===== src/rtl/vseq_pkg.sv =====
package vseq_pkg;

    typedef enum logic [1:0] {
        ST_IDLE   = 2'd0,
        ST_RUN    = 2'd1,
        ST_FINISH = 2'd2
    } seq_state_e;

    localparam int N_OPND = 3;
    localparam int OPND_RD  = 0;
    localparam int OPND_RS1 = 1;
    localparam int OPND_RS2 = 2;

endpackage


===== src/rtl/vseq_ctrl.sv =====
module vseq_ctrl
    import vseq_pkg::*;
#(
    parameter int MAX_VL = 64
) (
    input  logic                         clk,
    input  logic                         rst_n,
    input  logic                         start,
    input  logic [$clog2(MAX_VL):0]      vl,
    input  logic [MAX_VL-1:0]            mask,
    input  logic                         zeroing,
    input  logic                         rd_vec,
    output logic                         accept,
    output logic                         busy,
    output logic                         done,
    output logic                         issue_valid,
    output logic [$clog2(MAX_VL)-1:0]    issue_idx,
    output logic                         wr_en,
    output logic                         wr_zero
);
    localparam int IDXW = $clog2(MAX_VL);
    localparam int VLW  = IDXW + 1;

    seq_state_e           state_q, state_d;
    logic [IDXW-1:0]      cnt_q;
    logic [VLW-1:0]       cfg_vl_q;
    logic [MAX_VL-1:0]    cfg_mask_q;
    logic                 cfg_zero_q;
    logic                 cfg_rdv_q;
    logic                 active;
    logic                 last_elem;

    assign accept    = (state_q == ST_IDLE) && start;
    assign active    = cfg_mask_q[cnt_q];
    assign last_elem = ({1'b0, cnt_q} == (cfg_vl_q - VLW'(1))) ||
                       (!cfg_rdv_q && active);

    // next-state logic
    always_comb begin
        state_d = state_q;
        unique case (state_q)
            ST_IDLE:   if (start) state_d = (vl == '0) ? ST_FINISH : ST_RUN;
            ST_RUN:    if (last_elem) state_d = ST_FINISH;
            ST_FINISH: state_d = ST_IDLE;
            default:   state_d = ST_IDLE;
        endcase
    end

    // state register, element counter and captured command
    always_ff @(posedge clk or negedge rst_n) begin
        if (!rst_n) begin
            state_q    <= ST_IDLE;
            cnt_q      <= '0;
            cfg_vl_q   <= '0;
            cfg_mask_q <= '0;
            cfg_zero_q <= 1'b0;
            cfg_rdv_q  <= 1'b0;
        end else begin
            state_q <= state_d;
            if (accept) begin
                cnt_q      <= '0;
                cfg_vl_q   <= vl;
                cfg_mask_q <= mask;
                cfg_zero_q <= zeroing;
                cfg_rdv_q  <= rd_vec;
            end else if (state_q == ST_RUN && !last_elem) begin
                cnt_q <= cnt_q + IDXW'(1);
            end
        end
    end

    // outputs
    always_comb begin
        busy        = 1'b0;
        done        = 1'b0;
        issue_valid = 1'b0;
        wr_en       = 1'b0;
        wr_zero     = 1'b0;
        unique case (state_q)
            ST_IDLE: ;
            ST_RUN: begin
                busy        = 1'b1;
                issue_valid = 1'b1;
                wr_en       = active || (cfg_zero_q && cfg_rdv_q);
                wr_zero     = !active && cfg_zero_q && cfg_rdv_q;
            end
            ST_FINISH: done = 1'b1;
            default: ;
        endcase
    end

    assign issue_idx = cnt_q;

endmodule


===== src/rtl/vseq_regsel.sv =====
module vseq_regsel
    import vseq_pkg::*;
#(
    parameter int REG_W = 7,
    parameter int IDXW  = 6
) (
    input  logic                          clk,
    input  logic                          rst_n,
    input  logic                          accept,
    input  logic [N_OPND-1:0]             vec_tag,
    input  logic [N_OPND-1:0][REG_W-1:0]  base,
    input  logic [IDXW-1:0]               idx,
    output logic [N_OPND-1:0][REG_W-1:0]  num
);
    logic [N_OPND-1:0]            tag_q;
    logic [N_OPND-1:0][REG_W-1:0] base_q;

    always_ff @(posedge clk or negedge rst_n) begin
        if (!rst_n) begin
            tag_q  <= '0;
            base_q <= '0;
        end else if (accept) begin
            tag_q  <= vec_tag;
            base_q <= base;
        end
    end

    for (genvar g = 0; g < N_OPND; g++) begin : g_opnd
        assign num[g] = base_q[g] + (tag_q[g] ? REG_W'(idx) : REG_W'(0));
    end

endmodule


===== src/rtl/vseq_alu.sv =====
module vseq_alu #(
    parameter int DATA_W = 16
) (
    input  logic [DATA_W-1:0] a,
    input  logic [DATA_W-1:0] b,
    input  logic              force_zero,
    output logic [DATA_W-1:0] y
);
    assign y = force_zero ? '0 : (a + b);
endmodule


===== src/rtl/vec_elem_seq.sv =====
module vec_elem_seq
    import vseq_pkg::*;
#(
    parameter int MAX_VL = 64,
    parameter int REG_W  = 7,
    parameter int DATA_W = 16
) (
    input  logic                        clk,
    input  logic                        rst_n,
    input  logic                        start,
    input  logic [$clog2(MAX_VL):0]     vl,
    input  logic [MAX_VL-1:0]           mask,
    input  logic                        zeroing,
    input  logic                        rd_vec,
    input  logic                        rs1_vec,
    input  logic                        rs2_vec,
    input  logic [REG_W-1:0]            rd_base,
    input  logic [REG_W-1:0]            rs1_base,
    input  logic [REG_W-1:0]            rs2_base,
    input  logic [DATA_W-1:0]           op1_data,
    input  logic [DATA_W-1:0]           op2_data,
    output logic                        busy,
    output logic                        done,
    output logic                        issue_valid,
    output logic [$clog2(MAX_VL)-1:0]   issue_idx,
    output logic [REG_W-1:0]            rd_num,
    output logic [REG_W-1:0]            rs1_num,
    output logic [REG_W-1:0]            rs2_num,
    output logic                        wr_en,
    output logic                        wr_zero,
    output logic [DATA_W-1:0]           wr_data
);
    localparam int IDXW = $clog2(MAX_VL);

    logic                          accept;
    logic [N_OPND-1:0]             tags;
    logic [N_OPND-1:0][REG_W-1:0]  bases;
    logic [N_OPND-1:0][REG_W-1:0]  nums;

    assign tags[OPND_RD]   = rd_vec;
    assign tags[OPND_RS1]  = rs1_vec;
    assign tags[OPND_RS2]  = rs2_vec;
    assign bases[OPND_RD]  = rd_base;
    assign bases[OPND_RS1] = rs1_base;
    assign bases[OPND_RS2] = rs2_base;

    vseq_ctrl #(.MAX_VL(MAX_VL)) u_ctrl (
        .clk(clk), .rst_n(rst_n), .start(start), .vl(vl), .mask(mask),
        .zeroing(zeroing), .rd_vec(rd_vec), .accept(accept), .busy(busy),
        .done(done), .issue_valid(issue_valid), .issue_idx(issue_idx),
        .wr_en(wr_en), .wr_zero(wr_zero)
    );

    vseq_regsel #(.REG_W(REG_W), .IDXW(IDXW)) u_regsel (
        .clk(clk), .rst_n(rst_n), .accept(accept), .vec_tag(tags),
        .base(bases), .idx(issue_idx), .num(nums)
    );

    vseq_alu #(.DATA_W(DATA_W)) u_alu (
        .a(op1_data), .b(op2_data), .force_zero(wr_zero), .y(wr_data)
    );

    assign rd_num  = nums[OPND_RD];
    assign rs1_num = nums[OPND_RS1];
    assign rs2_num = nums[OPND_RS2];

endmodule


===== config.mk =====
export PLATFORM = sky130hd
export DESIGN_NAME = vec_elem_seq
export DESIGN_NICKNAME = d
export VERILOG_FILES = /design/src/rtl/vseq_pkg.sv /design/src/rtl/vseq_ctrl.sv /design/src/rtl/vseq_regsel.sv /design/src/rtl/vseq_alu.sv /design/src/rtl/vec_elem_seq.sv
export SDC_FILE = /design/constraint.sdc
export NUM_CORES = 1
export LEC_CHECK = 0
export ABC_AREA = 1
export BUFFER_PORTS_ARGS = -buffer_cell sky130_fd_sc_hd__buf_2
export CORE_MARGIN = 1.5
export CORE_UTILIZATION = 54
export CTS_CLUSTER_DIAMETER = 50
export DETAILED_ROUTE_END_ITERATION = 8
export PLACE_DENSITY = 0.81
export SLEW_MARGIN = 15
export SYNTH_ARGS = -nofsm -noshare
export SYNTH_HDL_FRONTEND = slang
export SYNTH_HIERARCHICAL = 1
export SYNTH_SLANG_ARGS = --single-unit

===== constraint.sdc =====
create_clock -name clk -period 2.42 [get_ports clk]
set_input_delay 0.242 -clock clk [delete_from_list [all_inputs] [get_ports clk]]
set_output_delay 0.242 -clock clk [all_outputs]
set_load 0.05 [all_outputs]

# [Yosys cells after proc, flatten, opt, wreduce, memory -nomap -nowiden]
# Index checks and enable logic that the tools add are counted.
[totals] romBits=0 word_cells=53 ramBits=0 latch_bits=0 out_inout_bits=48 reg_bits=105 input_bits=131 memories=0
[op_classes] magnitude_cmp=1 reduce_logical=15 n_div=0 n_addsub=6 n_eq_ne=5 n_mux=16 n_bitwise=0 mul=0 shift=0
[op_table] op="6-bit two-way mux" count=5
[op_table] op="7-bit adder" count=3
[op_table] op="16-bit adder" count=1
[op_table] op="16-bit two-way mux" count=1
[op_table] op="6-bit by 7-bit == test with 1-bit output" count=1
[op_table] op="7-bit zero test" count=1
[op_table] op="6-bit by 7-bit < comparator with 1-bit output, second input constant" count=1
[op_table] op="7-bit by 1-bit subtractor with 7-bit output, second input constant" count=1
[op_table] op="6-bit by 1-bit adder with 6-bit output, second input constant" count=1
[op_table] op="1-bit binary-select mux with 6-bit select" count=1
[op_table] op="1-bit logical AND" count=6
[op_table] op="2-bit two-way mux" count=3
[op_table] op="1-bit two-way mux" count=5
[op_table] op="2-bit one-hot mux with 2 select lines" count=1
[op_table] op="1-bit zero test" count=3
[op_table] op="2-bit by 1-bit == test with 1-bit output, second input constant" count=1
[op_table] op="2-bit == test, second input constant" count=1
[op_table] op="2-bit zero test" count=1
[op_table] op="1-bit logical OR" count=2
[op_table] op="2-bit by 1-bit != test with 1-bit output, second input constant" count=1
[op_table] op="2-bit != test, second input constant" count=1
[op_table] op="2-bit AND reduction" count=1
[op_table] op="2-bit nonzero test" count=1

# [Depth between registers and ports, before layout]
# Gate-level depths: netlist (run 1).
[depth] depth_word=8 mapped_depth=15 depth_no_buf=14

# [Cells and area by module]
# Netlist (run 1), hierarchy kept.
[modules_own_cells] module="vseq_ctrl" n_inst=1 cells_per_inst=551 area_each_um2=4102.7
[modules_own_cells] module="vseq_regsel" n_inst=1 cells_per_inst=234 area_each_um2=1893.1
[modules_own_cells] module="vseq_alu" n_inst=1 cells_per_inst=205 area_each_um2=1012.2

# [Worst setup path before layout (run 1)]
# Ideal clock, no wire load.
[synth_path] path_type="register to output" startpoint="register u_ctrl.cnt_q[0] (netlist: u_ctrl/issue_idx[0])" endpoint="output wr_data[6]" arrival_time_ps=3628 t_required_ps=2178 setup_slack_ps=-1450 n_path_buf=2 stages_incl_launch_ff=16 path_cell_list="dfrtp_1 -> inv_1 -> buf_4 -> nand2_1 -> nand3_1 -> nand3_1 -> nand2_1 -> nor2_1 -> nand2_1 -> nand3_1 -> nand2_2 -> nor3_1 -> inv_1 -> clkbuf_8 -> o21ai_0 -> a21oi_1"
[synth_between] elab_chain_cells=7
[synth_rtl] element="start, declared" line_no="vseq_ctrl.sv:25" text="logic [IDXW-1:0] cnt_q;"
[synth_rtl] element="start signal, assigned" line_no="vseq_ctrl.sv:67" text="cnt_q <= cnt_q + IDXW'(1);"
[synth_rtl] element="1-bit binary-select mux with 6-bit select" line_no="vseq_ctrl.sv:34" text="assign active = cfg_mask_q[cnt_q];"
[synth_rtl] element="1-bit two-way mux (implied by the code)" line_no="vseq_ctrl.sv:34"
[synth_rtl] element="1-bit zero test" line_no="vseq_ctrl.sv:85" text="wr_zero = !active && cfg_zero_q && cfg_rdv_q;"
[synth_rtl] element="1-bit logical AND (2 in a row)" line_no="vseq_ctrl.sv:85"
[synth_rtl] element="1-bit two-way mux" line_no="vseq_ctrl.sv:79" text="unique case (state_q)"
[synth_rtl] element="net wr_zero" line_no="vec_elem_seq.sv:30" text="output logic wr_zero,"
[synth_rtl] element="16-bit two-way mux" line_no="vseq_alu.sv:9" text="assign y = force_zero ? '0 : (a + b);"
[synth_rtl] element="end, declared" line_no="vec_elem_seq.sv:31" text="output logic [DATA_W-1:0] wr_data"
# The timed path passes the listed nets, and every way through them passes these cells. The select of a mux whose other input is x is not followed.

# [Worst setup path in the final report (run 1)]
[layout_path] startpoint="register u_ctrl.cnt_q[0] (netlist: u_ctrl/issue_idx[0])" endpoint="output wr_data[6]"
[layout_between] elab_chain_cells=7
[layout_rtl] element="1-bit binary-select mux with 6-bit select" line_no="vseq_ctrl.sv:34"
[layout_rtl] element="1-bit two-way mux (implied by the code)" line_no="vseq_ctrl.sv:34"
[layout_rtl] element="1-bit zero test" line_no="vseq_ctrl.sv:85"
[layout_rtl] element="1-bit logical AND (2 in a row)" line_no="vseq_ctrl.sv:85"
[layout_rtl] element="1-bit two-way mux" line_no="vseq_ctrl.sv:79"
[layout_rtl] element="16-bit two-way mux" line_no="vseq_alu.sv:9"
# No other way between the ends. The select of a mux whose other input is x is not followed.

==> results of run 1 <==
==> synth_stat cells (3+ instances only) <==
| cell type | number |
|---|---|
| dfrtp_1 | 105 |
| fa_1 | 4 |
| mux2_4 | 18 |
| o211ai_1 | 5 |
| buf_6 | 6 |
| nand4_1 | 8 |
| nand3b_1 | 5 |
| a21oi_1 | 27 |
| inv_1 | 146 |
| ha_1 | 35 |
| buf_2 | 12 |
| o21ai_0 | 52 |
| nor3_1 | 4 |
| xnor2_1 | 14 |
| nor2_1 | 65 |
| buf_4 | 3 |
| xor2_1 | 6 |
| nand2_2 | 4 |
| clkbuf_1 | 10 |
| nand2_1 | 380 |
| nand3_1 | 66 |
==> per-layer routing <==
metal  vias to the layer above  global-route usage [%]
met4                         0                    7.63
met2                       246                    43.7
li1                       3420                       -
met1                      3014                    34.4
met3                        28                    4.79
met5                         -                       0
==> logic make-up (layout without fill, tap and decap cells) <==
logic type                 Yosys count  after routing
DFF                                105            105
xor gates and xnor gates            20             20
muxes                               18             18
adders and majority gates           39             39
buffers and inverters              180            366
AOI/OAI and AO/OA                   87             87
and+or+nand+nor                    541            541
==> area by class of cell <==
| cell class | count | area [um2] | share of cell area, % |
|---|---|---|---|
| flip-flops and latches | 105 | 2630 | 29.4 |
| clock buffers | 10 | 239 | 2.67 |
| clock inverters | 6 | 86.3 | 0.964 |
| inverters | 148 | 558 | 6.23 |
| repair buffers | 202 | 1350 | 15.1 |
| multi-input cells | 705 | 3870 | 43.3 |
| well taps | 172 | 215 | 2.40 |
==> stage by stage <==
stage / utilization [%] / power (mW) / worst slack (ps) / cell area [um2] / hold WS, ps
after floorplan: - / 2.21 / -240 / 7220 / -53.6
after global placement: 66.0 / 2.43 / 111 / 8320 / 337
after detailed placement: 66.0 / 2.44 / 50.5 / 8320 / 336
after CTS: 69.4 / 4.03 / -231 / 8760 / 69.4
after global routing: 71.0 / 4.20 / -369 / 8960 / 70.5
final: 71.0 / 4.03 / -291 / 8960 / 79.5
==> sequential cells by signal, summed over array words and instances (netlist names) <==
| name | cells |
|---|---|
| u_ctrl/cfg_mask_q | 64 |
| u_regsel/base_q | 21 |
| u_ctrl/cfg_vl_q | 7 |
| u_ctrl/issue_idx | 6 |
| u_regsel/tag_q | 3 |
| u_ctrl/state_q | 2 |
| u_ctrl/cfg_rdv_q | 1 |
| u_ctrl/cfg_zero_q | 1 |
==> critical path: stages, from the launching register on <==
cell	delay [ps]
dfrtp_2	490
inv_4	60
buf_4	150
o21ai_1	150
nand2_1	70
a21oi_1	120
nor2_1	60
nand2_1	70
nand3_2	130
nand2_4	120
nor3_4	50
inv_2	90
buf_12	160
o21ai_4	70
a21oi_4	120
buf_6	170
==> report_power, final <==
group          internal (mW)  switching (mW)  leakage (nW)
sequential              1.75               0          1.21
combinational          0.282           0.445          3.77
clock                  0.857           0.691         0.159
total                   2.89            1.14          5.14
==> worst paths after layout <==
path                       cells past startpoint             startpoint               endpoint
max                                           15    u_ctrl/issue_idx[0]             wr_data[6]
min                                            3               mask[29]  u_ctrl/cfg_mask_q[29]
max reg2reg                                   13     u_ctrl/cfg_vl_q[0]    u_ctrl/issue_idx[3]
min reg2reg                                    2  u_ctrl/cfg_mask_q[13]  u_ctrl/cfg_mask_q[13]
max in group asynchronous                      3                  rst_n     u_ctrl/cfg_vl_q[5]
min in group asynchronous                      2                  rst_n  u_ctrl/cfg_mask_q[16]
==> timing repair <==
item,in CTS,in global routing
hold buffers,1,0
gates resized for setup,33,41
endpoints found under the setup margin,27,35
setup buffers,1,4
cloned,0,1
hold endpoints to repair,53,0
==> results_dict.tcl, run 1 <==
set metrics [dict create \
    status "finished with violations" \
    violations "negative setup slack" \
    cp_data_required_time_ps 2180 \
    endpoint_kind "output port" \
    grt_pass1_vias 6058 \
    cts-buffers-inserted 9 \
    core_area_um2 12600 \
    syn_area_um2 7010 \
    cts.sinks 105 \
    synth-seq-cells 105 \
    synth_top_family_by_area "simple AND/OR/NAND/NOR gates" \
    dieArea_um2 13700 \
    min_path_type "input pin to flop" \
    layout_commonest_cell "nand2_1" \
    synth-simple-area-share_pct 31.5 \
    synth_xor_area_share_pct 2.50 \
    clk_pin_slew_worst_paths_ps 70 \
    grtUsageTotal_pct 25.9 \
    hold_viol 0 \
    rsz0062_at_grt "yes" \
    period_minus_slack_ps 2710 \
    layout-drive-gt1-share_pct 24.8 \
    routed.top_layer "met4" \
    drv_cap 0 \
    cts_tree "done" \
    start_util_pct 55.5 \
    ant_nets 0 \
    ys_seq_area_share_pct 37.5 \
    finalWorstSetupSlack_ps -291 \
    synth.net_count 1160 \
    place_hpwl_mm 12.8 \
    power.density_nw_per_um2 450 \
    finClkSkew_ps 8.90 \
    async_flop_share_pct 100 \
    synth_fa_ha_area_share_pct 7.39 \
    route.met2.wl_mm 8.66 \
    yosys-mux-area-fraction_pct 3.86 \
    yosys_warnings 6 \
    clk_latency_ps 360 \
    vias 6708 \
    diodes 0 \
    io_pins 179 \
    drt_wl_total_mm 17.7 \
    fill_cells 1072 \
    finalCritPeriodShare_pct 112 \
    nets 1341 \
    synth-edff-count 0 \
    drv_slew 0 \
    dieWidth_um 117 \
    drt_iter0_drc 438 \
    grt-ovfl-total 0 \
    die_h_um 117 \
    cts_htree_levels 3 \
    antenna_found_initial 0 \
    synth_flop_cell "dfrtp_1" \
    rows 41 \
    path_class "flop to output port" \
    layout_common_cells "nand2_1, buf_2, inv_1, dfrtp_1, nand3_1" \
    start_kind "flop" \
    max_freq_mhz 369 \
    p_leak_nw 5.14 \
    drc 0 \
    synth_top_area_share_pct 37.5 \
    cp_max_fo 10 \
    worst_slew_pin_slew_ps 713 \
    met1Wirelength_mm 7.68 \
    timing.slew.headroom_pct 52.5 \
    setup_viol 25 \
    crit_arrival_ps 2470 \
    syn2layout_area_growth_pct 27.8 \
    grt_pass1_wl_mm 27.7 \
    syn_inst 990 \
    synth_compound_area_share_pct 6.41 \
    reg2reg_slack_ps 300 \
    root_buffer "clkbuf_16" \
    peakVddDrop_v 0.000433 \
    ys_types 33 \
    grt_max_degree 117 \
    dpl.cell_count 1325 \
    setup_tns_ps -4360 \
    viasPerCell 4.98 \
    instances_no_fill 1348 \
    wl_per_cell_um 13.1 \
    portBuffers 178 \
    cts_max_path_buffers 2 \
    synth.top_cells.by_area "dfrtp_1, nand2_1, inv_1" \
    drtPass1Iterations 6 \
    syn_area_per_cell_um2 7.08 \
    place.gp.congestion 0.847 \
    synth_top_area_cell "dfrtp_1" \
    dr_wl_met3_um 995 \
]
Power figures use the tool's default switching activity.
==> run 2, diff against run 1 <==
PLACE_DENSITY = 0.83   (was 0.81)
==> results_dict.tcl, run 2 (synthesized netlist as in run 1, its figures left out) <==
set metrics [dict create \
    finalCritPeriodShare_pct 114 \
    cp_top_family "simple AND/OR/NAND/NOR gates" \
    reg_top3 "u_ctrl/cfg_mask_q: 64 flops, u_regsel/base_q: 21 flops, u_ctrl/cfg_vl_q: 7 flops" \
    power.density_nw_per_um2 433 \
    syn2layout_area_growth_pct 32.5 \
    largest_reg_flops 64 \
    clk_pin_slew_worst_paths_ps 70 \
    ant_nets 0 \
    worst-path-buf-inv 4 \
    p_leak_nw 5.24 \
    grt_pass1_vias 6314 \
    reg2reg_depth 16 \
    drv_cap 0 \
    worst_slew_pin_slew_ps 595 \
    drtPass1Iterations 5 \
    total_power_mw 4.03 \
    layout-drive-gt1-share_pct 28.5 \
    place_hpwl_mm 13.3 \
    drt_wl_total_mm 18.9 \
    nets 1351 \
    pwr-share-comb_pct 18.6 \
    drt_iter0_drc 466 \
    status "finished with violations" \
    worstSetupEndpoint "wr_data[7]" \
    path_cells "buf_12, nor2_2, nor2_1, nand2_1, a21oi_1, nor2_1, nand2_1, nand3_2, nand2_4, nor3_4, inv_4, buf_12, o21ai_4, a21oi_4, buf_6" \
    setup_tns_ps -5540 \
    largest-register "u_ctrl/cfg_mask_q" \
    drv_slew 0 \
    violations "negative setup slack" \
    cts_htree_levels 3 \
    portBuffers 178 \
    period_minus_slack_ps 2760 \
    finalWorstSetupSlack_ps -336 \
    place.gp.congestion 0.858 \
    r2r-start "u_ctrl/issue_idx[0]" \
    core_area_um2 12600 \
    start_kind "flop" \
    cp_data_required_time_ps 2180 \
    crit_cells 15 \
    drc 0 \
    cts_max_path_buffers 2 \
    final_util_pct 73.6 \
    min_path_type "input pin to flop" \
    grt_pass1_wl_mm 28.3 \
    finClkSkew_ps 5.15 \
    wl_per_cell_um 13.9 \
    cts-buffers-inserted 9 \
    max_freq_mhz 363 \
    whs_ps 77.2 \
    rows 41 \
    root_buffer "clkbuf_16" \
    max_stage_delay_ps 530 \
    seqPwrFrac_pct 43.5 \
    grt-ovfl-total 0 \
    reg2reg_slack_ps 220 \
    hold_viol 0 \
    path_class "flop to output port" \
    endpoint_kind "output port" \
    cp_max_fo 8 \
    swShare_pct 28.6 \
    layout_common_cells "nand2_1, buf_2, inv_1, dfrtp_1, nand3_1" \
    io_pins 179 \
    intPower_mw 2.87 \
    timing.slew.headroom_pct 60.0 \
    r2r_end "u_ctrl/issue_idx[0]" \
    clockPowerShare_pct 37.9 \
    instances_no_fill 1359 \
    die_h_um 117 \
    peakVddDrop_v 0.000617 \
    antenna_found_initial 0 \
    cts_tree "done" \
    grt_max_degree 77 \
    cts.sinks 105 \
    grtUsageTotal_pct 26.7 \
    cp_slowest_cell "dfrtp_2" \
    start_util_pct 55.5 \
    dieArea_um2 13700 \
    dieWidth_um 117 \
    netSwitchingPower_mw 1.15 \
    vias 6978 \
    viasPerCell 5.13 \
    setup_viol 25 \
    dpl.cell_count 1328 \
    layout_commonest_cell "nand2_1" \
    worstHoldPathCells 3 \
    clk_latency_ps 360 \
    rsz0062_at_grt "yes" \
    crit_start "u_ctrl/issue_idx[0]" \
    crit_arrival_ps 2510 \
]
-- run 2: changes by cell type in the layout (fill, tap and decap cells not counted), sizes merged --
cell and change:
buf +12, clkbuf -2, clkinv -1, diode +1, inv +1
-- run 2: metrics by stage --
stage | area (um2) | setup slack [ps]
2_1_floorplan | 7220 | -240
3_3_place_gp | 8320 | 168
3_5_place_dp | 8320 | 95.3
4_1_cts | 8880 | -270
5_1_grt | 9290 | -451
6_report | 9290 | -336
-- run 2: timing repair --
item | 4_1_cts | 5_1_grt
setup buffers | 3 | 7
gates cloned | 1 | 3
endpoints found under the setup margin | 30 | 33
pin swaps | 2 | 20
gates resized for setup | 60 | 84
hold endpoints to repair | 25 | 0
hold buffers | 1 | 0
-- run 2: worst min-delay path: cells and delay by family --
kind,cells,cell delay (ps)
buf+inv,1,70
simple gates,2,90
-- run 2: layout make-up --
class / instances / area [um2]
diodes: 1 / 2.50
clock buffers: 10 / 229
clock inverters: 6 / 83.8
fillers: 964 / 3330
inverters: 148 / 566
multi-input cells: 705 / 4050
flip-flops and latches: 105 / 2630
well taps: 172 / 215
repair buffers: 212 / 1510
-- run 2: power groups by stage --
| stage | Clock, mW | Sequential (mW) | Combinational (mW) |
|---|---|---|---|
| floorplan | 0 | 1.79 | 0.421 |
| global placement | 0 | 1.79 | 0.642 |
| detailed placement | 0 | 1.79 | 0.654 |
| CTS | 1.56 | 1.75 | 0.717 |
| global route | 1.62 | 1.75 | 0.812 |
| finish | 1.52 | 1.75 | 0.748 |
-- run 2: worst min-delay path by stage --
stage | endpoint | slack (ps) | startpoint
after detailed placement | u_ctrl/cfg_mask_q[18] | 180 | rst_n
after global placement | u_ctrl/cfg_mask_q[4] | 180 | rst_n
after CTS | u_ctrl/cfg_mask_q[63] | 70 | mask[63]
after global routing | u_ctrl/cfg_mask_q[24] | 80 | mask[24]
final | u_ctrl/cfg_mask_q[26] | 80 | mask[26]
after floorplan | u_ctrl/cfg_mask_q[0] | -50 | rst_n
-- run 2: per-layer routing --
metal / routed length [um] / GRT usage (%) / up-vias
li1: - / - / 3462
met3: 1250 / 5.10 / 57
met2: 9260 / 44.8 / 287
met4: 575 / 10.6 / 0
met5: 0 / 0 / -
met1: 7780 / 34.3 / 3172
==> run 3, diff against run 2 <==
CORE_UTILIZATION = 53   (was 54)
SYNTH_HIERARCHICAL = not set   (was 1)
==> results_dict.tcl, run 3 <==
set metrics [dict create \
    root_buffer "clkbuf_16" \
    status "finished with violations" \
    wl_per_cell_um 16.7 \
    final_util_pct 76.0 \
    finalCritPeriodShare_pct 113 \
    viasPerCell 5.48 \
    synth-edff-count 0 \
    max_stage_delay_ps 480 \
    antenna_found_initial 0 \
    synth_top_area_cell "dfrtp_1" \
    timing.critical_path.mode_cell "nor2_2" \
    nets 1169 \
    syn_area_um2 6520 \
    hold_viol 0 \
    rows 40 \
    cts_max_path_buffers 2 \
    async_flop_share_pct 100 \
    drt_wl_total_mm 19.2 \
    synth-seq-cells 104 \
    crit_arrival_ps 2480 \
    power.density_nw_per_um2 424 \
    ys_seq_area_share_pct 39.9 \
    grt-ovfl-total 0 \
    cts-buffers-inserted 9 \
    rsz0062_at_grt "yes" \
    min_from "rs2_base[5]" \
    worstHoldPathCells 2 \
    layout_common_cells "buf_2, nand2_1, dfrtp_1, inv_1, nor2_1" \
    yosys_warnings 0 \
    timing.slew.headroom_pct 63.8 \
    place.gp.congestion 0.878 \
    vias 6304 \
    core_area_um2 12000 \
    synth_top_area_share_pct 39.9 \
    start_util_pct 54.3 \
    clk_latency_ps 350 \
    grt_max_degree 79 \
    finalWorstSetupSlack_ps -305 \
    placed_area_um2 7930 \
    ant_nets 0 \
    drv_slew 0 \
    syn_area_per_cell_um2 8.30 \
    drt_iter0_drc 429 \
    start_kind "flop" \
    io_pins 179 \
    r2r_end "u_ctrl.issue_idx[3]" \
    reg2reg_depth 16 \
    synth.net_count 955 \
    violations "negative setup slack" \
    syn_inst 785 \
    cts_htree_levels 3 \
    grt_pass1_vias 6085 \
    die_h_um 114 \
    path_class "flop to output port" \
    layout_commonest_cell "buf_2" \
    max_freq_mhz 367 \
    ys_types 37 \
    whs_ps 119 \
    dpl_worst_slack_ps -29.2 \
    dieWidth_um 114 \
    drv_cap 0 \
    total_power_mw 3.88 \
    clk_pin_slew_worst_paths_ps 70 \
    cts_tree "done" \
    min_path_type "input pin to flop" \
    place_hpwl_mm 12.1 \
    worst_slew_pin_slew_ps 542 \
    reg_top3 "u_ctrl.cfg_mask_q: 64 flops, u_regsel.base_q: 21 flops, u_ctrl.cfg_vl_q: 7 flops" \
    grt_pass1_wl_mm 28.6 \
    diodes 0 \
    drc 0 \
    p_leak_nw 5.02 \
    peakVddDrop_v 0.000405 \
    synth_common_cells "nand2_1, inv_1, dfrtp_1" \
    period_minus_slack_ps 2720 \
    endpoint_kind "output port" \
    synth_most_common_cell "nand2_1" \
    layout-drive-gt1-share_pct 43.1 \
    dieArea_um2 13000 \
    r2r-start "u_ctrl.issue_idx[0]" \
    holdPathEnd "u_regsel.base_q[19]" \
    final_area_um2 9130 \
    synth_flop_cell "dfrtp_1" \
    cp_data_required_time_ps 2180 \
    reg2reg_slack_ps 170 \
    drtPass1Iterations 5 \
    syn2layout_area_growth_pct 40.2 \
    largest-register "u_ctrl.cfg_mask_q" \
    path_cells "nand2_2, inv_2, ha_4, fa_2, a21oi_2, nor2_2, nor2_2, o21ai_2, a21oi_4, xnor2_4, buf_6" \
    cp_slowest_cell "dfrtp_2" \
    cts.sinks 104 \
    portBuffers 178 \
    setup_viol 27 \
    grtUsageTotal_pct 28.3 \
    cp_max_fo 5 \
    synth.top_cells.by_area "dfrtp_1, mux2_2, nand2_1" \
    largest_reg_flops 64 \
    finClkSkew_ps 4.57 \
]
run 3: cell count changes after synthesis, sizes merged, moves of 4 or more:
cell,before,now
a21oi,27,64
inv,147,116
mux2,18,57
nand2,386,151
a31oi,1,5
nand3,68,55
nor2,66,76
xnor2,14,10
o21ai,54,21
xor2,6,25
run 3: per-layer routing:
layer / vias to the layer above / global-route usage, % / wire length (um)
li1: 2953 / - / -
met1: 2975 / 33.0 / 7130
met4: 0 / 12.9 / 756
met5: - / 0 / 0
met3: 70 / 5.74 / 1410
met2: 306 / 50.3 / 9920
run 3: worst max-delay path by stage:
stage	slack (ps)	from	end	cells past startpoint
finish	-300	u_ctrl.issue_idx[0]	rs1_num[6]	11
global route	-370	u_ctrl.issue_idx[0]	rs1_num[6]	11
CTS	-210	u_ctrl.issue_idx[0]	rd_num[6]	11
detailed placement	-30	u_ctrl.issue_idx[0]	rs1_num[6]	11
global placement	50	u_ctrl.issue_idx[0]	rs1_num[6]	11
floorplan	-180	u_ctrl.issue_idx[0]	rs1_num[6]	12
run 3: critical path: cells and delay by family (launching register included):
kind | cells | cell delay, ps
DFF | 1 | 480
and+or+nand+nor | 3 | 300
AOI/OAI and AO/OA | 3 | 490
adders and majority gates | 2 | 520
xor gates and xnor gates | 1 | 130
buffers and inverters | 2 | 210
run 3: logic make-up (layout without fill, tap and decap cells):
logic type | Yosys count | count (layout) | synth area share, %
and+or+nand+nor | 297 | 299 | 19.5
buffers and inverters | 148 | 364 | 9.12
AOI/OAI and AO/OA | 104 | 104 | 8.64
DFF | 104 | 104 | 39.9
muxes | 57 | 57 | 9.85
adders and majority gates | 39 | 39 | 7.95
xor gates and xnor gates | 36 | 36 | 5.05
run 3: through the flow:
step / cells / TNS [ps]
after CTS: 1143 / -2990
after detailed placement: 1107 / -56.8
after global routing: 1150 / -6980
after global placement: 1107 / 0
after floorplan: 785 / -1170
final: 1150 / -4550
run 3: layout make-up:
| type | count | area, um2 |
|---|---|---|
| repair buffers | 233 | 1680 |
| well taps | 147 | 184 |
| inverters | 116 | 443 |
| multi-input cells | 535 | 3950 |
| clock inverters | 4 | 30.0 |
| flip-flops and latches | 104 | 2610 |
| clock buffers | 11 | 243 |
| fillers | 847 | 2880 |
run 3: report_power, final:
part	internal [mW]	switching (mW)	total (mW)
registers	1.74	0	1.74
logic	0.301	0.474	0.774
clock network	0.725	0.639	1.36
total	2.76	1.11	3.88
run 3: repair_timing:
action / CTS / global route
endpoints found under the hold margin: 28 / 0
endpoints found under the setup margin: 30 / 29
cloned: 6 / 0
buffers inserted: 15 / 12
pin swaps: 55 / 43
resized for setup: 128 / 60
hold buffers: 1 / 0
